==> src/rtl/serdes_ctrl_pkg.sv <==
// Package: shared types for the SerDes mode controller.
// Assumes: range code 2'b00 means power-down; all other codes are active.
package serdes_ctrl_pkg;

    localparam logic [1:0] RANGE_OFF = 2'b00;

    typedef enum logic [1:0] {
        OPM_OFF = 2'd0,
        OPM_SER = 2'd1,
        OPM_DES = 2'd2
    } op_mode_e;

    typedef struct packed {
        logic pwr_down;
        logic dir_oe;
        logic par_out_en;
        logic par_in_en;
        logic pll_frac;
    } ctrl_bits_t;

endpackage

==> src/rtl/mode_decode.sv <==
// Module: mode_decode
// Combinational decode of range code, direction and multiplier select
// into an operating mode and the static control bits.
// Assumes: the inputs are stable or synchronous to the consuming clock.
module mode_decode
    import serdes_ctrl_pkg::*;
(
    input  logic [1:0] rng_sel,
    input  logic       mult_sel,
    input  logic       dir_in,
    output op_mode_e   mode,
    output ctrl_bits_t bits
);

    // Pick the mode: power-down wins over direction
    always_comb begin
        if (rng_sel == RANGE_OFF) begin
            mode = OPM_OFF;
        end else if (dir_in) begin
            mode = OPM_SER;
        end else begin
            mode = OPM_DES;
        end
    end

    // Derive the enables from the mode
    always_comb begin
        bits.pwr_down   = (mode == OPM_OFF);
        bits.dir_oe     = (mode != OPM_OFF);
        bits.par_out_en = (mode == OPM_DES);
        bits.par_in_en  = (mode == OPM_SER);
        bits.pll_frac   = (mode == OPM_SER) && !mult_sel;
    end

endmodule

==> src/rtl/ref_clk_monitor.sv <==
// Module: ref_clk_monitor
// Samples the reference clock with the local clock and declares it present
// after PRESENT_EDGES rising edges, each within ABSENT_CYCLES of the last.
// It declares it absent after ABSENT_CYCLES with no edge.
// Assumes: the reference runs slower than half the local clock; clear
// forces the monitor back to the absent state.
module ref_clk_monitor #(
    parameter int SYNC_STAGES   = 2,
    parameter int PRESENT_EDGES = 4,
    parameter int ABSENT_CYCLES = 64
) (
    input  logic clk,
    input  logic rst_n,
    input  logic clear,
    input  logic ref_clk_in,
    output logic ref_present
);

    localparam int EW = (PRESENT_EDGES > 1) ? $clog2(PRESENT_EDGES) : 1;
    localparam int GW = $clog2(ABSENT_CYCLES + 1);
    localparam logic [EW-1:0] EDGE_LAST = EW'(PRESENT_EDGES - 1);
    localparam logic [GW-1:0] GAP_LAST  = GW'(ABSENT_CYCLES - 1);

    logic [SYNC_STAGES-1:0] sync_q;
    logic                   prev_q;
    logic                   edge_seen;
    logic [EW-1:0]          edge_cnt;
    logic [GW-1:0]          gap_cnt;

    // Synchronizer chain for the sampled reference
    genvar g;
    generate
        for (g = 0; g < SYNC_STAGES; g++) begin : g_sync
            // Shift one stage of the synchronizer
            always_ff @(posedge clk) begin
                if (!rst_n) begin
                    sync_q[g] <= 1'b0;
                end else if (g == 0) begin
                    sync_q[g] <= ref_clk_in;
                end else begin
                    sync_q[g] <= sync_q[(g == 0) ? 0 : g - 1];
                end
            end
        end
    endgenerate

    // Hold the last synchronized value for edge detection
    always_ff @(posedge clk) begin
        if (!rst_n) prev_q <= 1'b0;
        else        prev_q <= sync_q[SYNC_STAGES-1];
    end

    assign edge_seen = sync_q[SYNC_STAGES-1] && !prev_q;

    // Count edges and silent cycles, and decide presence
    always_ff @(posedge clk) begin
        if (!rst_n || clear) begin
            edge_cnt    <= '0;
            gap_cnt     <= '0;
            ref_present <= 1'b0;
        end else if (edge_seen) begin
            gap_cnt <= '0;
            if (edge_cnt == EDGE_LAST) begin
                ref_present <= 1'b1;
            end else begin
                edge_cnt <= edge_cnt + 1'b1;
            end
        end else if (gap_cnt == GAP_LAST) begin
            gap_cnt     <= '0;
            edge_cnt    <= '0;
            ref_present <= 1'b0;
        end else begin
            gap_cnt <= gap_cnt + 1'b1;
        end
    end

endmodule

==> src/rtl/clk_src_latch.sv <==
// Module: clk_src_latch
// Sticky selection of the serializer clock source. It starts on the
// forwarded bit clock and moves to the reference clock once the reference
// is present. It returns only on clear (power-down) or reset.
module clk_src_latch (
    input  logic clk,
    input  logic rst_n,
    input  logic clear,
    input  logic ref_present,
    output logic use_ref
);

    // Set on presence, hold until power-down
    always_ff @(posedge clk) begin
        if (!rst_n || clear) begin
            use_ref <= 1'b0;
        end else if (ref_present) begin
            use_ref <= 1'b1;
        end
    end

endmodule

==> src/rtl/serdes_mode_ctrl.sv <==
// Module: serdes_mode_ctrl (top)
// Registers the decoded operating state of a bidirectional SerDes endpoint.
// It also drives the PLL enable from reference presence and selects the
// serializer clock source.
// Assumes: clk is free-running and independent of the reference clock;
// the direction echo is a pure inversion, without a clock.
module serdes_mode_ctrl
    import serdes_ctrl_pkg::*;
#(
    parameter int SYNC_STAGES   = 2,
    parameter int PRESENT_EDGES = 4,
    parameter int ABSENT_CYCLES = 64
) (
    input  logic       clk,
    input  logic       rst_n,
    input  logic [1:0] rng_sel,
    input  logic       mult_sel,
    input  logic       dir_in,
    input  logic       ref_clk_in,
    input  logic       pll_locked,
    output logic       dir_out,
    output logic       dir_out_en,
    output logic       pwr_down,
    output logic       core_rst_n,
    output logic       pll_en,
    output logic       pll_frac_mul,
    output logic [1:0] range_out,
    output logic       par_out_en,
    output logic       par_in_en,
    output logic       ser_out_en,
    output logic       ref_present,
    output logic       clk_src_ref
);

    op_mode_e   mode;
    ctrl_bits_t bits;
    logic       pd_req;

    mode_decode u_dec (
        .rng_sel  (rng_sel),
        .mult_sel (mult_sel),
        .dir_in   (dir_in),
        .mode     (mode),
        .bits     (bits)
    );

    assign pd_req = bits.pwr_down;

    ref_clk_monitor #(
        .SYNC_STAGES   (SYNC_STAGES),
        .PRESENT_EDGES (PRESENT_EDGES),
        .ABSENT_CYCLES (ABSENT_CYCLES)
    ) u_mon (
        .clk         (clk),
        .rst_n       (rst_n),
        .clear       (pd_req),
        .ref_clk_in  (ref_clk_in),
        .ref_present (ref_present)
    );

    clk_src_latch u_src (
        .clk         (clk),
        .rst_n       (rst_n),
        .clear       (pd_req),
        .ref_present (ref_present),
        .use_ref     (clk_src_ref)
    );

    // Direction echo is inverted without a clock
    assign dir_out = !dir_in;

    // Register the operating state; reset lands in power-down
    always_ff @(posedge clk) begin
        if (!rst_n) begin
            pwr_down     <= 1'b1;
            core_rst_n   <= 1'b0;
            dir_out_en   <= 1'b0;
            par_out_en   <= 1'b0;
            par_in_en    <= 1'b0;
            pll_frac_mul <= 1'b0;
            range_out    <= RANGE_OFF;
            ser_out_en   <= 1'b0;
            pll_en       <= 1'b0;
        end else begin
            pwr_down     <= bits.pwr_down;
            core_rst_n   <= !bits.pwr_down;
            dir_out_en   <= bits.dir_oe;
            par_out_en   <= bits.par_out_en;
            par_in_en    <= bits.par_in_en;
            pll_frac_mul <= bits.pll_frac;
            range_out    <= bits.pwr_down ? RANGE_OFF : rng_sel;
            ser_out_en   <= (mode == OPM_SER) && pll_locked;
            pll_en       <= !bits.pwr_down && ref_present;
        end
    end

endmodule

==> config.mk <==
export PLATFORM = sky130hd
export DESIGN_NAME = serdes_mode_ctrl
export DESIGN_NICKNAME = d
export VERILOG_FILES = /design/src/rtl/serdes_ctrl_pkg.sv /design/src/rtl/mode_decode.sv /design/src/rtl/ref_clk_monitor.sv /design/src/rtl/clk_src_latch.sv /design/src/rtl/serdes_mode_ctrl.sv
export SDC_FILE = /design/constraint.sdc
export NUM_CORES = 1
export LEC_CHECK = 0
export BUFFER_PORTS_ARGS = -buffer_cell sky130_fd_sc_hd__buf_2
export CELL_PAD_IN_SITES_DETAIL_PLACEMENT = 1
export CELL_PAD_IN_SITES_GLOBAL_PLACEMENT = 1
export CORE_MARGIN = 2
export CORE_UTILIZATION = 33
export DETAILED_ROUTE_END_ITERATION = 7
export PLACE_DENSITY_LB_ADDON = 0.1
export SYNTH_ARGS = -nofsm -noshare
export SYNTH_HDL_FRONTEND = slang
export SYNTH_SLANG_ARGS = --single-unit
==> constraint.sdc <==
create_clock -name clk -period 1.4 [get_ports clk]
set_clock_uncertainty 0.2 [all_clocks]
set_input_delay 0.07 -clock clk [delete_from_list [all_inputs] [get_ports clk]]
set_output_delay 0.07 -clock clk [all_outputs]
set_load 0.005 [all_outputs]
## Yosys cells after proc, flatten, opt, wreduce, memory -nomap -nowiden

Cells that the tools add are included.

- Input bits: 8
- Output and inout port bits: 13
- Word-level logic and storage cells: 51
- Register bits after elaboration: 24

- Equal/unequal tests: 6
- Reductions and logical operators: 18
- Add/sub/neg operators: 2
- Bitwise logic cells: 1
- Mux-type cells: 8

Operators with widths:

| kind | number |
|---|---|
| $mux W2 | 5 |
| $add A7 B1 Y7 const B | 1 |
| $eq A7 B6 Y1 const B | 1 |
| $logic_not A1 Y1 | 5 |
| $eq A2 B2 Y1 const B | 2 |
| $logic_and A1 B1 Y1 | 4 |
| $logic_not A2 Y1 | 2 |
| $ne A2 B2 Y1 const B | 2 |
| $reduce_and A2 Y1 | 2 |
| $reduce_bool A2 Y1 | 2 |
| $mux W1 | 3 |
| $reduce_or A3 Y1 | 1 |
| $add A2 B1 Y2 const B | 1 |
| $eq A2 B1 Y1 const B | 1 |
| $reduce_or A2 Y1 | 1 |
| $logic_or A1 B1 Y1 | 1 |
| $not A1 Y1 | 1 |

## Logic depth before layout (Yosys ltp)

- Word-level depth: 5
- Depth in mapped cells: 4

## By module

A second synthesis with hierarchy kept.

- Cells, all modules: 83
- Area total of the unflattened synthesis: 887.1 um^2

By module, submodules not included:

| module | cells an instance | area an instance (um^2) | times used | seq. area each (um^2) |
|---|---|---|---|---|
| ref_clk_monitor | 52 | 520.5 | 1 | 260.2 |
| serdes_mode_ctrl | 21 | 277.8 | 1 | 200.2 |
| mode_decode | 7 | 52.6 | 1 | 0.0 |
| clk_src_latch | 3 | 36.3 | 1 | 20.0 |

## Worst setup path after synthesis

Ideal clock, no wire load.

- Path type: reg2reg
- Start point: register u_mon.gap_cnt[0]
- End point: register u_mon.ref_present
- Required time: 1.068 ns
- Setup time: 0.132 ns
- Path buffers: 0
- Path slack: 0.011 ns
- Period minus slack after synthesis: 1.389 ns
- Stages on the path, launching flop included: 5
- Arrival: 1.057 ns
- Cells stage by stage: dfxtp_1 > ha_1 > nand3_1 > nor2_1 > a211oi_1

- Longest elaborated chain between the ends: 3

RTL lines:

| item | RTL line | RTL |
|---|---|---|
| from (decl) | ref_clk_monitor.sv:28 | `logic [GW-1:0] gap_cnt;` |
| from (signal assigned) | ref_clk_monitor.sv:73 | `gap_cnt <= gap_cnt + 1'b1;` |
| $eq A7 B6 Y1 | ref_clk_monitor.sv:68 | `end else if (gap_cnt == GAP_LAST) begin` |
| $reduce_bool A2 Y1 (no line) | - |  |
| $reduce_and A2 Y1 (no line) | - |  |
| to (signal assigned) | ref_clk_monitor.sv:60 | `ref_present <= 1'b0;` |
| to (signal assigned) | ref_clk_monitor.sv:64 | `ref_present <= 1'b1;` |
| to (signal assigned) | ref_clk_monitor.sv:71 | `ref_present <= 1'b0;` |
| to (decl) | ref_clk_monitor.sv:16 | `output logic ref_present` |

No other way between the ends.
A chain may end at the register's enable or synchronous reset.

## Final worst setup path

- Start point: input ref_clk_in
- End point: register u_mon.sync_q[0]

RTL lines:

| item | RTL line | RTL |
|---|---|---|
| from (decl) | serdes_mode_ctrl.sv:19 | `input logic ref_clk_in,` |
| to (signal, indexed assignment) | ref_clk_monitor.sv:39 | `sync_q[g] <= ref_clk_in;` |
| to (signal, indexed assignment) | ref_clk_monitor.sv:41 | `sync_q[g] <= sync_q[(g == 0) ? 0 : g - 1];` |
| to (decl) | ref_clk_monitor.sv:24 | `logic [SYNC_STAGES-1:0] sync_q;` |

No word-level cell between the ends.

==> Flow_metrics.wiki <==
{| class="wikitable"
! Metric !! Value
|-
| Result of the run || complete, no violations
|-
| Pin count of the biggest net entering global routing || 14
|-
| WL per Instance || 12.1 um
|-
| Maximum resistive drop on vdd || 0.705 mV
|-
| Slowest stage delay, CP || 0.54 ns
|-
| Avg Inst Size Synth || 10.4 um^2
|-
| Reported net switching power || 0.000257 W
|-
| Number of distinct library cell variants in the gate-level netlist after synthesis || 25
|-
| Cell-by-cell trace of the critical path || dlygate4sd3_1, buf_2, and2_1, dlygate4sd3_1
|-
| Clock-pin slew on the worst setup and hold paths || 0.13 ns
|-
| Clock latency on the worst-skew pair || 0.31 ns
|-
| Dominant delay contributor by cell family on the critical path || buffers and inverters
|-
| CTS sink cnt || 23
|-
| Placement row count || 17
|-
| Number of cells in the finished layout apart from fillers || 144
|-
| Max transition margin || 81.9%
|-
| Number of port buffers || 20
|-
| Area of the die || 0.00275 mm^2
|-
| Final instance area || 0.00113 mm^2
|-
| H-tree levels || 1
|-
| Setup repair bufs after CTS || 0
|-
| # nets final || between 100 and 150
|-
| Die boundary height || 52.4 um
|-
| DRC errors left || 0
|-
| Setup-failing EPs final || 0
|-
| Pre-CTS WS || between 0.008 and 0.009 ns
|-
| First-pass DRT Iterations || 4
|-
| Fraction of layout instances using a drive strength above 1 || between 30 and 40%
|-
| Hold Vio Cnt, Final || 0
|-
| Portion of the post-synthesis area used by sequential elements || 59.5%
|-
| First-pass GRT wire length || 2970 um
|-
| Number of flops mapped to enable cells by yosys || 0
|-
| LEAKAGE || 0.499 nW
|-
| Total nets after synthesis || 84
|-
| Max Fanout on Critical Path || 1
|-
| Maximum capacitance violations || 0
|-
| Fin crit share || ~100%
|-
| Share of total power in sequential cells || 62.3%
|-
| Fraction of power spent switching nets || 23.3%
|-
| Core utilization of the finished layout || 51.2%
|-
| Vias post-DR || 648
|-
| Sum of net half-perimeters after detailed placement || 1070 um
|-
| Die Width || ~52 um
|-
| Arrival time at the worst endpoint || 1.40 ns
|-
| Worst path bufs/invs || 3
|-
| Async S/R FF share, synth || 0%
|-
| Master of the slowest instance on the critical path || dlygate4sd3_1
|-
| Starting density of the core || between 30% and 40%
|-
| Min setup slack post-route || 0.0193 ns
|-
| Placed Cells || 125
|-
| Final Max Tran Viols || 0
|-
| GRT Overall Usage || between 15 and 20%
|-
| Number of standard cells after synthesis || 74
|-
| 1st-iter DRT viols || 7
|-
| Path class of the lowest-slack min-delay path || in2reg
|-
| Signed area change from the synthesized netlist to the final layout || 46.4%
|-
| TritonCTS buffer count || 3
|-
| Kind of start point of the critical path || primary input
|-
| Root buffer cell || clkbuf_4
|-
| Power per cell area || roughly 1000 mW/mm^2
|-
| Bufs on Longest Clock Path || 2
|-
| Synthesized cell area || between 700 and 800 um^2
|-
| Internal Dissipation || 0.000846 W
|-
| Via/cell ratio || between 4 and 5
|-
| Placed Instance Area || 931 um^2
|-
| Portion of total power attributed to the clock network || 28.3%
|-
| RSZ-0062 raised after global routing || no
|-
| Number of synthesis warnings || 0
|-
| Number of routed nets with antenna violations || 0
|-
| Commonest register cell after synthesis || dfxtp_1
|-
| Core ar. || 0.00221 mm^2
|-
| Overall overflow remaining after global route || 0
|-
| Placer Congestion || 0.713
|-
| Number of global-route vias before repair || approximately 640
|-
| Category of the critical setup timing path || in2reg
|-
| Synthesis-stage register bit count || 23
|-
| Antenna violations before repair || 0
|-
| Antenna Cells || 0
|-
| Critical path data required time || 1.42 ns
|-
| Setup crit end kind || flop
|-
| Combinational cell fraction of total power || 9.4%
|-
| Number of primary I/O pins || 21
|-
| Setup_tns || 0 ns
|-
| Tightest Pin Transition || between 0.2 and 0.3 ns
|-
| CTS tree || yes
|-
| Min cycle time layout || between 1 and 1.5 ns
|-
| Sum of routed wire length over all layers || 1750 um
|-
| Maximum achievable frequency || 724 MHz
|-
| Cell seen most often among critical-path stages || dlygate4sd3_1
|}
==> cells in the mapped netlist (all sizes together), types with 2 or more instances <==
| cell type | n | share of area, % |
|---|---|---|
| o211ai | 2 | 1.9 |
| nor2 | 9 | 4.4 |
| a211oi | 2 | 2.6 |
| and2 | 7 | 5.7 |
| dfxtp | 23 | 60 |
| nor3 | 3 | 1.9 |
| nand3b | 2 | 1.9 |
| nand2 | 3 | 1.5 |
| inv | 2 | 0.97 |
| o21ai | 4 | 3.1 |
| ha | 2 | 3.2 |
| nand3 | 3 | 2.6 |
| xor2 | 2 | 2.3 |
| a21oi | 2 | 1.3 |
==> layer usage <==
metal,part of all wire [%],track usage [%],wire length [um]
met3,3.7,2.57,65
met1,45,19.6,793
met2,49,23.5,857
met4,1.8,8.97,31
met5,0,0,0
==> metrics by stage <==
stage               hold slack, ns  power, W
floorplan                  -0.0576  0.000733
global placement            0.0330  0.000768
detailed placement          0.0363  0.000770
CTS                          0.164   0.00111
global route                0.0587   0.00116
finish                     0.00575   0.00110
==> path summary, 6_finish.rpt <==
kind | startpoint | to | slack, ns | cells after the start
max | ref_clk_in | u_mon.sync_q[0]$_SDFF_PN0_ | 0.02 | 4
min | rng_sel[0] | ser_out_en$_SDFF_PN0_ | 0.006 | 4
min reg2reg | u_mon.gap_cnt[0]$_SDFF_PP0_ | u_mon.gap_cnt[0]$_SDFF_PP0_ | 0.25 | 1
max reg2reg | u_mon.gap_cnt[2]$_SDFF_PP0_ | u_mon.gap_cnt[5]$_SDFF_PP0_ | 0.07 | 3
==> power by group through the flow <==
stage / Sequential [W] / Combinational [W] / Clock (W)
after floorplan: 0.000701 / 0.0000312 / 0
after global placement: 0.000700 / 0.0000685 / 0
after detailed placement: 0.000700 / 0.0000694 / 0
after CTS: 0.000686 / 0.0000997 / 0.000327
after global routing: 0.000691 / 0.000116 / 0.000356
final: 0.000687 / 0.000103 / 0.000312
==> worst register-to-register path: cells and delay by family (launching register included) <==
kind | cells | cell delay (ns)
and+or+nand+nor | 2 | 0.47
DFF | 1 | 0.39
AOI/OAI and AO/OA | 1 | 0.21
==> state kept, by name (all words and copies together), names as in the netlist <==
register / cells
pwr_down: 1
par_out_en: 1
u_src.use_ref: 1
range_out: 2
pll_en: 1
pll_frac_mul: 1
u_mon.gap_cnt: 7
ser_out_en: 1
par_in_en: 1
u_mon.edge_cnt: 2
u_mon.prev_q: 1
u_mon.ref_present: 1
dir_out_en: 1
u_mon.sync_q: 2
==> placed cells by master, fill, tap and decap left out, types with 2 or more instances in the layout <==
cell / count
nor2_1: 8
nand3_2: 2
buf_4: 4
nand2_1: 3
buf_2: 20
a21oi_1: 2
xor2_1: 2
clkbuf_4: 3
nand3b_1: 2
inv_1: 2
o211ai_1: 2
and2_1: 7
nor3_1: 2
dfxtp_2: 3
ha_2: 2
dfxtp_1: 20
dlygate4sd3_1: 14
o21ai_0: 2
==> repair_timing <==
item / in CTS / in global routing
endpoints found under the setup margin: 4 / 10
pin swaps: 0 / 1
gates resized for setup: 2 / 8
hold buffers: 15 / 1
hold endpoints to repair: 16 / 1
==> logic make-up (layout without fill, tap and decap cells) <==
family	count (synthesis)	count (layout)	share of synthesized area (%)
buffers and inverters	3	45	1.94
adder cells (fa/ha/maj)	2	2	3.24
AND/OR/NAND/NOR	32	32	22.2
flip-flops	23	23	59.5
XOR/XNOR	3	3	3.40
AO/OA/AOI/OAI	11	11	9.71
==> layout make-up <==
class | count | area, um^2
fillers | 272 | 1080
flip-flops and latches | 23 | 464
inverters | 2 | 7.51
repair buffers | 39 | 283
multi-input cells | 48 | 315
clock buffers | 3 | 22.5
clock inverters | 1 | 5.00
well taps | 28 | 35.0
Note: power is estimated with default switching activity, not from simulation.
